$ cat config.mk
export PLATFORM = sky130hd
export DESIGN_NAME = bank_row_ctrl
export DESIGN_NICKNAME = d
export VERILOG_FILES = /design/src/rtl/brc_pkg.sv /design/src/rtl/brc_row_tracker.sv /design/src/rtl/brc_step_timer.sv /design/src/rtl/brc_sequencer.sv /design/src/rtl/bank_row_ctrl.sv
export SDC_FILE = /design/constraint.sdc
export NUM_CORES = 1
export LEC_CHECK = 0
export BUFFER_PORTS_ARGS = -buffer_cell sky130_fd_sc_hd__buf_2
export CAP_MARGIN = 10
export CORE_AREA = 2 2 92 94
export CTS_CLUSTER_DIAMETER = 200
export DETAILED_ROUTE_END_ITERATION = 10
export DIE_AREA = 0 0 94 96
export PLACE_DENSITY = 0.62
export SLEW_MARGIN = 15
export SYNTH_ARGS = -nofsm -noshare
export SYNTH_HDL_FRONTEND = slang
export SYNTH_HIERARCHICAL = 1
export SYNTH_SLANG_ARGS = --single-unit
$ cat constraint.sdc
create_clock -name clk -period 2.4 [get_ports clk]
set_clock_uncertainty 0.1 [all_clocks]
set_input_delay 0.24 -clock clk [delete_from_list [all_inputs] [get_ports clk]]
set_output_delay 0.24 -clock clk [all_outputs]
set_load 0.005 [all_outputs]
$ cat src/rtl/brc_pkg.sv
package brc_pkg;
  typedef enum logic [1:0] {
    CMD_NOP = 2'd0,
    CMD_PRE = 2'd1,
    CMD_ACT = 2'd2,
    CMD_COL = 2'd3
  } cmd_e;

  typedef enum logic [1:0] {
    CLS_HIT      = 2'd0,
    CLS_EMPTY    = 2'd1,
    CLS_CONFLICT = 2'd2
  } cls_e;

  typedef enum logic [2:0] {
    ST_IDLE  = 3'd0,
    ST_PRE   = 3'd1,
    ST_ACT   = 3'd2,
    ST_COL   = 3'd3,
    ST_CLOSE = 3'd4
  } st_e;
endpackage

$ cat src/rtl/brc_row_tracker.sv
module brc_row_tracker
  import brc_pkg::*;
#(
  parameter int ROW_W = 12
) (
  input  logic             clk,
  input  logic             rst_n,
  input  logic             cmd_fire,
  input  cmd_e             cmd,
  input  logic [ROW_W-1:0] cmd_row,
  input  logic [ROW_W-1:0] probe_row,
  output logic             open_vld,
  output logic [ROW_W-1:0] open_row,
  output cls_e             probe_cls
);
  always_ff @(posedge clk) begin
    if (!rst_n) begin
      open_vld <= 1'b0;
      open_row <= '0;
    end else if (cmd_fire) begin
      if (cmd == CMD_ACT) begin
        open_vld <= 1'b1;
        open_row <= cmd_row;
      end else if (cmd == CMD_PRE) begin
        open_vld <= 1'b0;
      end
    end
  end

  always_comb begin
    if (!open_vld)                  probe_cls = CLS_EMPTY;
    else if (open_row == probe_row) probe_cls = CLS_HIT;
    else                            probe_cls = CLS_CONFLICT;
  end


  act_on_closed_chk: assert property (@(posedge clk) disable iff (!rst_n)
    (cmd_fire && cmd == CMD_ACT) |-> !open_vld);

  pre_on_open_chk: assert property (@(posedge clk) disable iff (!rst_n)
    (cmd_fire && cmd == CMD_PRE) |-> (open_vld && open_row == cmd_row));

  col_on_open_chk: assert property (@(posedge clk) disable iff (!rst_n)
    (cmd_fire && cmd == CMD_COL) |-> (open_vld && open_row == cmd_row));
endmodule

$ cat src/rtl/brc_step_timer.sv
module brc_step_timer #(
  parameter int W = 4
) (
  input  logic         clk,
  input  logic         rst_n,
  input  logic         restart,
  input  logic [W-1:0] span,
  output logic         first,
  output logic         last
);
  logic [W-1:0] cnt;

  always_ff @(posedge clk) begin
    if (!rst_n)              cnt <= '0;
    else if (restart)        cnt <= '0;
    else if (cnt != {W{1'b1}}) cnt <= cnt + 1'b1;
  end

  assign first = (cnt == '0);
  assign last  = (cnt == span - 1'b1);
endmodule

$ cat src/rtl/brc_sequencer.sv
module brc_sequencer
  import brc_pkg::*;
#(
  parameter int T_PRE = 3,
  parameter int T_ACT = 4,
  parameter int T_CAS = 2
) (
  input  logic clk,
  input  logic rst_n,
  input  logic accept,
  input  cls_e first_cls,
  input  logic close_req,
  output st_e  state,
  output logic cmd_fire,
  output cmd_e cmd,
  output logic done
);
  localparam int TMAX_A = (T_PRE > T_ACT) ? T_PRE : T_ACT;
  localparam int TMAX   = (TMAX_A > T_CAS) ? TMAX_A : T_CAS;
  localparam int CNT_W  = $clog2(TMAX + 1);

  logic             close_q;
  logic [CNT_W-1:0] span;
  logic             first, last, restart;
  st_e              state_nx;

  always_comb begin
    case (state)
      ST_PRE, ST_CLOSE: span = CNT_W'(T_PRE);
      ST_ACT:           span = CNT_W'(T_ACT);
      ST_COL:           span = CNT_W'(T_CAS);
      default:          span = CNT_W'(1);
    endcase
  end

  assign restart = accept || (state != ST_IDLE && last);

  brc_step_timer #(.W(CNT_W)) u_timer (
    .clk     (clk),
    .rst_n   (rst_n),
    .restart (restart),
    .span    (span),
    .first   (first),
    .last    (last)
  );

  always_comb begin
    state_nx = state;
    case (state)
      ST_IDLE:
        if (accept) begin
          case (first_cls)
            CLS_HIT:   state_nx = ST_COL;
            CLS_EMPTY: state_nx = ST_ACT;
            default:   state_nx = ST_PRE;
          endcase
        end
      ST_PRE:   if (last) state_nx = ST_ACT;
      ST_ACT:   if (last) state_nx = ST_COL;
      ST_COL:   if (last) state_nx = close_q ? ST_CLOSE : ST_IDLE;
      ST_CLOSE: if (last) state_nx = ST_IDLE;
      default:  state_nx = ST_IDLE;
    endcase
  end

  always_ff @(posedge clk) begin
    if (!rst_n) begin
      state   <= ST_IDLE;
      close_q <= 1'b0;
    end else begin
      state <= state_nx;
      if (accept) close_q <= close_req;
    end
  end

  always_comb begin
    case (state)
      ST_PRE, ST_CLOSE: cmd = CMD_PRE;
      ST_ACT:           cmd = CMD_ACT;
      ST_COL:           cmd = CMD_COL;
      default:          cmd = CMD_NOP;
    endcase
  end

  assign cmd_fire = (state != ST_IDLE) && first;
  assign done     = (state == ST_COL) && last;


  close_follows_col_chk: assert property (@(posedge clk) disable iff (!rst_n)
    (done && close_q) |=> (cmd_fire && cmd == CMD_PRE));

  open_returns_idle_chk: assert property (@(posedge clk) disable iff (!rst_n)
    (done && !close_q) |=> (state == ST_IDLE));

  single_done_chk: assert property (@(posedge clk) disable iff (!rst_n)
    done |=> !done);
endmodule

$ cat src/rtl/bank_row_ctrl.sv
module bank_row_ctrl
  import brc_pkg::*;
#(
  parameter int ROW_W = 12,
  parameter int COL_W = 12,
  parameter int T_PRE = 3,
  parameter int T_ACT = 4,
  parameter int T_CAS = 2
) (
  input  logic             clk,
  input  logic             rst_n,
  input  logic             req_valid,
  output logic             req_ready,
  input  logic [ROW_W-1:0] req_row,
  input  logic [COL_W-1:0] req_col,
  input  logic             req_close_page,
  output logic             cmd_valid,
  output logic [1:0]       cmd_code,
  output logic [ROW_W-1:0] cmd_row,
  output logic [COL_W-1:0] cmd_col,
  output logic             done_valid,
  output logic [1:0]       done_class
);
  st_e              state;
  cmd_e             cmd;
  cls_e             cls_now, cls_q;
  logic             accept, cmd_fire, done;
  logic             open_vld;
  logic [ROW_W-1:0] open_row, row_q;
  logic [COL_W-1:0] col_q;

  assign req_ready = (state == ST_IDLE);
  assign accept    = req_valid && req_ready;

  always_ff @(posedge clk) begin
    if (!rst_n) begin
      row_q <= '0;
      col_q <= '0;
      cls_q <= CLS_EMPTY;
    end else if (accept) begin
      row_q <= req_row;
      col_q <= req_col;
      cls_q <= cls_now;
    end
  end

  brc_row_tracker #(.ROW_W(ROW_W)) u_tracker (
    .clk       (clk),
    .rst_n     (rst_n),
    .cmd_fire  (cmd_fire),
    .cmd       (cmd),
    .cmd_row   (cmd_row),
    .probe_row (req_row),
    .open_vld  (open_vld),
    .open_row  (open_row),
    .probe_cls (cls_now)
  );

  brc_sequencer #(.T_PRE(T_PRE), .T_ACT(T_ACT), .T_CAS(T_CAS)) u_seq (
    .clk       (clk),
    .rst_n     (rst_n),
    .accept    (accept),
    .first_cls (cls_now),
    .close_req (req_close_page),
    .state     (state),
    .cmd_fire  (cmd_fire),
    .cmd       (cmd),
    .done      (done)
  );

  always_comb begin
    cmd_row = '0;
    cmd_col = '0;
    if (cmd_fire) begin
      if (cmd == CMD_PRE) cmd_row = open_row;
      else                cmd_row = row_q;
      if (cmd == CMD_COL) cmd_col = col_q;
    end
  end

  assign cmd_valid  = cmd_fire;
  assign cmd_code   = cmd_fire ? cmd : CMD_NOP;
  assign done_valid = done;
  assign done_class = done ? cls_q : 2'd0;


  busy_blocks_chk: assert property (@(posedge clk) disable iff (!rst_n)
    cmd_valid |-> !req_ready);

  hit_direct_chk: assert property (@(posedge clk) disable iff (!rst_n)
    (accept && cls_now == CLS_HIT) |=> (cmd_valid && cmd_code == 2'd3));

  accept_busy_chk: assert property (@(posedge clk) disable iff (!rst_n)
    accept |=> !req_ready);
endmodule

==> results.sh, run 1 <==
export IMPL_final_period_utilization_pct=101
export IMPL_timing_final_max_slew_violations=0
export IMPL_synth_largest_type_area_fraction_pct=38.4
export IMPL_critical_path_required_ns=2.06
export IMPL_post_synth_top_area_cell="dfxtp_1"
export IMPL_cts_buffers_inserted=5
export IMPL_critical_path_reg2reg_endpoint="u_seq/u_timer/cnt[1]"
export IMPL_totalNegativeSetupSlack_ns=-0.0624
export IMPL_port_buffers=58
export IMPL_crit_start_category="flop"
export IMPL_synth_fp_nets=335
export IMPL_drt_total_wl_um=5930
export IMPL_grtUsageTotal_pct=13.6
export IMPL_design_area_mm2=0.00307
export IMPL_setup_viol_count_final=2
export IMPL_finish_net_count=400
export IMPL_route_vias_total=2157
export IMPL_routed_wire_length_per_instance_um=12.5
export IMPL_layoutNonFillerInstCount=473
export IMPL_worstRegToRegCells=12
export IMPL_die_area_mm2=0.00902
export IMPL_core_region_area_mm2=0.00805
export IMPL_grt_overflow_total=0
export IMPL_route_detailed_vias_per_inst=4.56
export IMPL_final_layout_size_suffix_gt1_share_pct=28.8
export IMPL_dpl_worst_slack_ns=0.0601
export IMPL_tightestPinTransition_ns=0.577
export IMPL_place_hpwl_um=4310
export IMPL_drc_marker_count_from_the_first_detailed_route_iteration=68
export IMPL_drcViolationCount=0
export IMPL_die_width_um=94
export IMPL_number_of_antenna_violations_at_the_first_check_in_global_routing=0
export IMPL_final_setup_worst_slack_ns=-0.0323
export IMPL_clock_net_sink_count=46
export IMPL_largest_vdd_supply_drop_uv=310
export IMPL_first_global_vias=2071
export IMPL_final_weighted_congestion_of_routability_driven_global_placement=0.730
export IMPL_diodes=0
export IMPL_number_of_placement_rows=33
export IMPL_total_power_mw=2.73
export IMPL_max_freq_mhz=411
export IMPL_postSynth_asyncResetShare_pct=0
export IMPL_max_clock_path_buffers=2
export IMPL_setup_worst_path_class="flop to output port"
export IMPL_worstPathMaxFanout=4
export IMPL_synth_cell_area_mm2=0.00240
export IMPL_placedInstanceArea_mm2=0.00285
export IMPL_max_slew_margin_pct=61.5
export IMPL_run_status="finished, violations left"
export IMPL_synth_avg_cell_area_um2=7.95
export IMPL_cts_root_cell="clkbuf_8"
export IMPL_register_bit_total_from_synthesis=46
export IMPL_start_util_pct=29.8
export IMPL_clk_pin_slew_worst_paths_ns=0.09
export IMPL_maxCapViolations=0
export IMPL_post_route_min_period_ns=2.43
export IMPL_grt_pass1_wl_um=9760
export IMPL_numPlacedInstances=460
export IMPL_reg2reg_slack_ns=0.13
export IMPL_area_delta_synth_final_pct=27.9
export IMPL_post_synthesis_cell_count=302
export IMPL_leakage_nw=1.31
export IMPL_r2r_start="u_seq/state[2]"
export IMPL_endpoint="done_class[0]"
export IMPL_largest_net_degree_at_the_start_of_global_routing=39
export IMPL_worst_hold_path_type="input pin to flop"
export IMPL_drtPass1Iterations=4
export IMPL_holdBufCountCts=0
export IMPL_ys_seq_area_share_pct=38.4
export IMPL_layout_commonest_cell="nand2_1"
export IMPL_layout_common_cells="76 x nand2_1, 56 x buf_2, 43 x dfxtp_1"
export IMPL_io_pins=59
export IMPL_failed_checks="negative setup slack"
export IMPL_clock_tree_from_tritoncts="yes"
export IMPL_cp_arrival_ns=2.09
export IMPL_synth_enable_flop_cells=0
export IMPL_core_utilization_of_the_finished_layout_pct=38.1
export IMPL_yosys_warnings=6
export IMPL_dieHeight_um=96
export IMPL_cts_htree_levels=2
export IMPL_synth_cell_types=39
export IMPL_final_hold_vios=0
export IMPL_setup_worst_path_end_class="output port"
export IMPL_finalHoldWorstSlack_ns=0.0545
export IMPL_crit_start="u_seq/state[2]"
export IMPL_synth_top_flop_cell="dfxtp_1"
export IMPL_rsz_0062_raised_after_global_routing="yes"
export IMPL_worst_skew_pair_later_pin_latency_ns=0.30
export IMPL_ys_top_cells_by_area="dfxtp_1 38%, nand2_1 12%, a21boi_0 7.2%"
export IMPL_power_per_cell_area_mw_per_mm2=890
export IMPL_antenna_violating_nets_post_route=0
## worst max-delay path: stages (launching register included)
cell	delay, ns
dfxtp_4	0.38
mux2_4	0.32
inv_4	0.06
ha_4	0.19
xnor2_2	0.13
nor3_2	0.19
and4b_2	0.28
and2_4	0.15
buf_6	0.08
## how the worst min path moves through the flow
stage,cells past startpoint,to,start,slack (ns)
finish,3,col_q[2],req_col[2],0.05
global route,3,col_q[7],req_col[7],0.06
CTS,3,col_q[2],req_col[2],0.04
detailed placement,2,col_q[5],col_q[5],0.34
global placement,2,col_q[6],col_q[6],0.33
floorplan,1,u_seq/close_q,rst_n,0.27
## cell type report
cell class / instances / area [µm²]
clock buffer: 8 / 110
fill: 864 / 4980
inverter: 7 / 28.8
multi-input combinational: 229 / 1400
sequential: 46 / 932
tap: 105 / 131
timing repair buffer: 78 / 465
## state kept, by name, indices dropped and copies added, names as in the netlist
signal,count
cls_q,2
u_seq/u_timer/cnt,3
u_seq/close_q,1
row_q,12
u_tracker/open_row,12
col_q,12
u_tracker/open_vld,1
u_seq/state,3
## power breakdown
part	switching (mW)	total, mW	internal (mW)
clock network	0.266	0.557	0.291
logic	0.608	1.22	0.612
registers	0.0750	0.955	0.880
total	0.949	2.73	1.78
## repair_timing
action | CTS | global route
endpoints found under the setup margin | 18 | 24
gates resized for setup | 12 | 17
pin swaps | 5 | 3
buffers inserted | 4 | 1
## metal layers
layer  routed length, µm  track usage (%)  vias to the layer above
met1                2750             16.9                      970
li1                    -                -                     1126
met5                   0                0                        -
met4                  85             3.99                        0
met2                2840             24.0                       55
met3                 252             2.58                        6
## kinds of logic (layout without fill, tap and decap cells)
| logic type | after synthesis | count (layout) | share of synthesized area (%) |
|---|---|---|---|
| AND/OR/NAND/NOR | 147 | 147 | 30.1 |
| AO/OA/AOI/OAI | 55 | 55 | 14.6 |
| adder cells (fa/ha/maj) | 5 | 5 | 2.61 |
| flip-flops | 46 | 46 | 38.4 |
| multiplexers | 6 | 6 | 2.55 |
| XOR/XNOR | 16 | 16 | 6.46 |
| buffers and inverters | 27 | 93 | 5.32 |
## synthesized netlist by cell type, types with 2 or more instances
cell and count:
nand2b_1 4, nand2_1 76, clkbuf_1 11, and2_1 17, o21ai_0 20, xor2_1 13
mux2i_1 5, buf_6 2, nor2_1 5, a211oi_1 2, nor4_1 3, inv_1 7
dfxtp_1 46, a21boi_0 23, ha_1 5, o21ai_1 5, nand3_1 26, nor2b_1 6
xnor2_1 2, buf_2 5
Note: power is estimated with default switching activity, not from simulation.
==> run 2, diff against run 1 <==
--- a/config.mk
+++ b/config.mk
@@ -11,7 +11,6 @@
 export CTS_CLUSTER_DIAMETER = 200
 export DETAILED_ROUTE_END_ITERATION = 10
 export DIE_AREA = 0 0 94 96
-export PLACE_DENSITY = 0.62
 export SLEW_MARGIN = 15
 export SYNTH_ARGS = -nofsm -noshare
 export SYNTH_HDL_FRONTEND = slang
==> results.sh, run 2 (same netlist as run 1, synthesis figures left out) <==
export IMPL_grt_pass1_wl_um=9800
export IMPL_core_region_area_mm2=0.00805
export IMPL_drcViolationCount=0
export IMPL_setup_worst_path_class="flop to output port"
export IMPL_clockPowerShare_pct=18.9
export IMPL_dieHeight_um=96
export IMPL_part_of_the_power_in_registers_pct=37.1
export IMPL_max_clock_path_buffers=2
export IMPL_worst_skew_pair_later_pin_latency_ns=0.29
export IMPL_worst_hold_path_num_cells=3
export IMPL_clock_tree_from_tritoncts="yes"
export IMPL_tightestPinTransition_ns=0.471
export IMPL_worstPathMaxFanout=4
export IMPL_max_slew_margin_pct=68.5
export IMPL_timing_final_max_slew_violations=0
export IMPL_worstRegToRegCells=9
export IMPL_total_power_mw=2.56
export IMPL_switch_share_pct=36.1
export IMPL_maxCapViolations=0
export IMPL_failed_checks="negative setup slack"
export IMPL_final_setup_worst_slack_ns=-0.0265
export IMPL_worst_hold_path_type="input pin to flop"
export IMPL_port_buffers=58
export IMPL_hold_end="col_q[11]"
export IMPL_largest_vdd_supply_drop_uv=262
export IMPL_start_util_pct=29.8
export IMPL_critical_path_reg2reg_endpoint="u_seq/u_timer/cnt[1]"
export IMPL_antenna_violating_nets_post_route=0
export IMPL_layout_commonest_cell="nand2_1"
export IMPL_core_utilization_of_the_finished_layout_pct=37.4
export IMPL_r2r_start="u_seq/state[2]"
export IMPL_max_freq_mhz=412
export IMPL_setup_viol_count_final=2
export IMPL_netsw_mw=0.926
export IMPL_filler_cell_count=861
export IMPL_clk_pin_slew_worst_paths_ns=0.09
export IMPL_intPower_mw=1.64
export IMPL_leakage_nw=1.28
export IMPL_cts_buffers_inserted=5
export IMPL_number_of_placement_rows=33
export IMPL_worst_hold_startpoint="req_col[11]"
export IMPL_drtPass1Iterations=4
export IMPL_final_hold_vios=0
export IMPL_critical_path_required_ns=2.06
export IMPL_first_global_vias=2026
export IMPL_final_weighted_congestion_of_routability_driven_global_placement=0.762
export IMPL_setup_worst_path_end_class="output port"
export IMPL_finish_net_count=396
export IMPL_holdBufCountCts=0
export IMPL_die_width_um=94
export IMPL_io_pins=59
export IMPL_routed_wire_length_per_instance_um=12.8
export IMPL_place_hpwl_um=4320
export IMPL_rsz_0062_raised_after_global_routing="yes"
export IMPL_seqCellArea_um2=930
export IMPL_route_detailed_vias_per_inst=4.54
export IMPL_number_of_antenna_violations_at_the_first_check_in_global_routing=1
export IMPL_reg2reg_slack_ns=0.43
export IMPL_final_layout_size_suffix_gt1_share_pct=27.5
export IMPL_final_period_utilization_pct=101
export IMPL_die_area_mm2=0.00902
export IMPL_clock_net_sink_count=46
export IMPL_grt_overflow_total=0
export IMPL_multi_input_gate_area_mm2=0.00140
export IMPL_largest_net_degree_at_the_start_of_global_routing=46
export IMPL_drc_marker_count_from_the_first_detailed_route_iteration=93
export IMPL_route_vias_total=2136
export IMPL_area_delta_synth_final_pct=25.5
export IMPL_cts_htree_levels=2
export IMPL_cp_arrival_ns=2.09
export IMPL_run_status="finished, violations left"
export IMPL_crit_start_category="flop"
export IMPL_layout_common_cells="76 x nand2_1, 57 x buf_2, 43 x dfxtp_1"
export IMPL_post_route_min_period_ns=2.43
export IMPL_cts_root_cell="clkbuf_8"
export IMPL_comb_power_share_pct=44.0
export IMPL_drt_total_wl_um=6020
export IMPL_grtUsageTotal_pct=14.0
export IMPL_power_per_cell_area_mw_per_mm2=851
export IMPL_largestRegisters="col_q: 12 flops, row_q: 12 flops, u_tracker/open_row: 12 flops"
run 2: power groups by stage:
| stage | logic [mW] | registers, mW | clock network (mW) |
|---|---|---|---|
| finish | 1.13 | 0.951 | 0.485 |
| global route | 1.27 | 0.966 | 0.535 |
| CTS | 1.08 | 0.947 | 0.514 |
| detailed placement | 1.04 | 0.960 | 0 |
| global placement | 1.02 | 0.957 | 0 |
| floorplan | 0.701 | 0.955 | 0 |
run 2: critical path, stage by stage, from the launching register on:
cell     delay [ns]
dfxtp_4        0.39
mux2_4         0.33
inv_4          0.06
ha_4           0.11
xor3_1         0.22
nor3_2         0.18
and4b_1        0.27
and2_1         0.14
buf_2          0.10
run 2: timing repair:
action,CTS,global route
gates resized for setup,9,20
setup endpoints to repair,18,24
pin swaps,6,2
setup buffers,1,1
run 2: worst max path at each step:
stage	from	endpoint	slack, ns
after CTS	u_seq/state[2]	done_class[1]	-0.03
final	u_seq/state[2]	done_class[1]	-0.03
after global routing	u_seq/state[2]	done_class[1]	-0.14
after global placement	u_seq/state[2]	done_class[0]	0.18
after detailed placement	u_seq/state[2]	done_class[1]	0.12
after floorplan	u_seq/state[0]	done_class[0]	0.02
run 2: layout make-up:
type,instances,area share (%)
multi-input combinational,229,46.5
sequential,46,30.9
timing repair buffer,74,14.2
tap,105,4.36
clock buffer,7,2.87
inverter,7,0.955
clock inverter,1,0.166
antenna,1,0.0831
run 2: stage by stage:
step	instances	area, µm²	hold slack, ns	setup slack [ns]	TNS (ns)
5_1_grt	469	3010	0.0700	-0.145	-0.358
6_report	470	3010	0.0596	-0.0265	-0.0526
3_5_place_dp	459	2840	0.338	0.116	0
3_3_place_gp	459	2840	0.332	0.175	0
4_1_cts	468	2970	0.0464	-0.0273	-0.0518
2_1_floorplan	302	2400	0.268	0.0195	0
run 2: metal layers:
metal  share of wire (%)  GRT usage, %  vias up  routed length (µm)
li1                    -             -     1125                   -
met1                  48          17.6      971                2870
met2                  47          23.8       38                2830
met3                 4.7          3.52        2                 283
met4                0.58          3.62        0                  35
met5                   0             0        -                   0
==> run 3, diff against run 2 <==
--- a/config.mk
+++ b/config.mk
@@ -5,12 +5,12 @@
 export SDC_FILE = /design/constraint.sdc
 export NUM_CORES = 1
 export LEC_CHECK = 0
-export BUFFER_PORTS_ARGS = -buffer_cell sky130_fd_sc_hd__buf_2
 export CAP_MARGIN = 10
 export CORE_AREA = 2 2 92 94
-export CTS_CLUSTER_DIAMETER = 200
+export CTS_CLUSTER_DIAMETER = 40
 export DETAILED_ROUTE_END_ITERATION = 10
 export DIE_AREA = 0 0 94 96
+export DONT_BUFFER_PORTS = 1
 export SLEW_MARGIN = 15
 export SYNTH_ARGS = -nofsm -noshare
 export SYNTH_HDL_FRONTEND = slang
==> results.sh, run 3 (same netlist as run 1, synthesis figures left out) <==
export IMPL_worst_hold_path_type="input pin to flop"
export IMPL_place_hpwl_um=4090
export IMPL_die_width_um=94
export IMPL_io_pins=59
export IMPL_setup_viol_count_final=0
export IMPL_setup_worst_path_end_class="output port"
export IMPL_timing_final_max_slew_violations=0
export IMPL_grt_overflow_total=0
export IMPL_cts_buffers_inserted=5
export IMPL_setup_worst_path_class="flop to output port"
export IMPL_max_clock_path_buffers=2
export IMPL_largest_net_degree_at_the_start_of_global_routing=56
export IMPL_grtUsageTotal_pct=15.7
export IMPL_number_of_antenna_violations_at_the_first_check_in_global_routing=0
export IMPL_final_period_utilization_pct=99.7
export IMPL_clock_net_sink_count=46
export IMPL_dieHeight_um=96
export IMPL_worstPathMaxFanout=4
export IMPL_max_freq_mhz=418
export IMPL_switch_share_pct=35.7
export IMPL_intPower_mw=1.76
export IMPL_rsz_0062_raised_after_global_routing="yes"
export IMPL_total_power_mw=2.74
export IMPL_critical_path_required_ns=2.06
export IMPL_clock_tree_from_tritoncts="yes"
export IMPL_core_region_area_mm2=0.00805
export IMPL_area_delta_synth_final_pct=31.0
export IMPL_route_detailed_vias_per_inst=4.83
export IMPL_route_vias_total=2190
export IMPL_drc_marker_count_from_the_first_detailed_route_iteration=86
export IMPL_cts_root_cell="clkbuf_8"
export IMPL_first_global_vias=2088
export IMPL_final_hold_vios=0
export IMPL_grt_pass1_wl_um=10900
export IMPL_number_of_placement_rows=33
export IMPL_post_route_min_period_ns=2.39
export IMPL_layout_common_cells="76 x nand2_1, 43 x dfxtp_1, 26 x nand3_1, 26 x dlygate4sd3_1, 26 x buf_4"
export IMPL_max_slew_margin_pct=60.9
export IMPL_leakage_nw=1.22
export IMPL_netsw_mw=0.980
export IMPL_comb_power_share_pct=44.5
export IMPL_routed_wire_length_per_instance_um=15.4
export IMPL_antenna_violating_nets_post_route=0
export IMPL_finish_net_count=380
export IMPL_cp_arrival_ns=2.05
export IMPL_port_buffers=0
export IMPL_finalHoldWorstSlack_ns=0.00169
export IMPL_drt_total_wl_um=6970
export IMPL_largest_vdd_supply_drop_uv=290
export IMPL_diodes=0
export IMPL_tightestPinTransition_ns=0.585
export IMPL_crit_start_category="flop"
export IMPL_drcViolationCount=0
export IMPL_die_area_mm2=0.00902
export IMPL_drtPass1Iterations=4
export IMPL_clk_pin_slew_worst_paths_ns=0.09
export IMPL_part_of_the_power_in_registers_pct=34.7
export IMPL_worst_skew_pair_later_pin_latency_ns=0.30
export IMPL_largestRegisters="col_q: 12 flops, row_q: 12 flops, u_tracker/open_row: 12 flops"
export IMPL_final_weighted_congestion_of_routability_driven_global_placement=0.758
export IMPL_power_per_cell_area_mw_per_mm2=872
export IMPL_clockPowerShare_pct=20.8
export IMPL_layout_commonest_cell="nand2_1"
export IMPL_final_layout_size_suffix_gt1_share_pct=18.7
export IMPL_start_util_pct=29.8
export IMPL_maxCapViolations=0
export IMPL_cts_htree_levels=2
export IMPL_run_status="finished clean"
run 3: path summary, 6_finish.rpt:
kind               endpoint  depth (start not counted)            from  slack, ns
max           done_class[0]                          8  u_seq/state[1]      0.007
min                row_q[6]                          2           rst_n      0.002
max reg2reg  u_seq/state[0]                         10  u_seq/state[1]       0.31
min reg2reg        col_q[6]                          2        col_q[6]       0.35
run 3: layout make-up:
class | count | area [µm²]
Multi-Input combinational cell | 229 | 1410
Clock buffer | 8 | 110
Fill cell | 813 | 4910
Inverter | 7 | 28.8
Tap cell | 105 | 131
Sequential cell | 46 | 927
Timing Repair Buffer | 58 | 543
run 3: worst max-delay path, cell delays in order (launching register included):
cell     delay, ns
dfxtp_4       0.37
nor2_2        0.04
mux2_4        0.28
inv_4         0.06
ha_4          0.11
xor3_1        0.22
nor3_2        0.21
and4b_2       0.30
and2_4        0.15
run 3: power groups by stage:
| stage | clock (mW) | combinational [mW] | sequential (mW) |
|---|---|---|---|
| after floorplan | 0 | 0.701 | 0.955 |
| after global placement | 0 | 0.987 | 0.961 |
| after detailed placement | 0 | 1.02 | 0.966 |
| after CTS | 0.576 | 1.16 | 0.951 |
| after global routing | 0.612 | 1.33 | 0.970 |
| final | 0.570 | 1.22 | 0.952 |
run 3: timing repair:
action                     4_1_cts  5_1_grt
cloned                           0        1
buffers inserted                 4        1
hold buffers                    27        0
hold endpoints to repair        41        0
gates resized for setup         13       18
pin swaps                        5        3
setup endpoints to repair        3       22
run 3: per-layer routing:
layer / global-route usage (%) / routed length [µm]
met1: 19.6 / 3040
met4: 6.04 / 172
met2: 26.9 / 3380
met3: 2.98 / 376
met5: 0 / 0
run 3: per-stage QoR:
step | cells | area (µm²) | setup TNS [ns] | util [%] | setup slack (ns)
5_1_grt | 453 | 3150 | -0.264 | 39.1 | -0.100
6_report | 453 | 3150 | 0 | 39.1 | 0.00726
4_1_cts | 451 | 3110 | 0 | 38.6 | 0.000208
3_3_place_gp | 412 | 2650 | 0 | 32.9 | 0.142
2_1_floorplan | 302 | 2400 | 0 | - | 0.0195
3_5_place_dp | 412 | 2650 | 0 | 32.9 | 0.0394
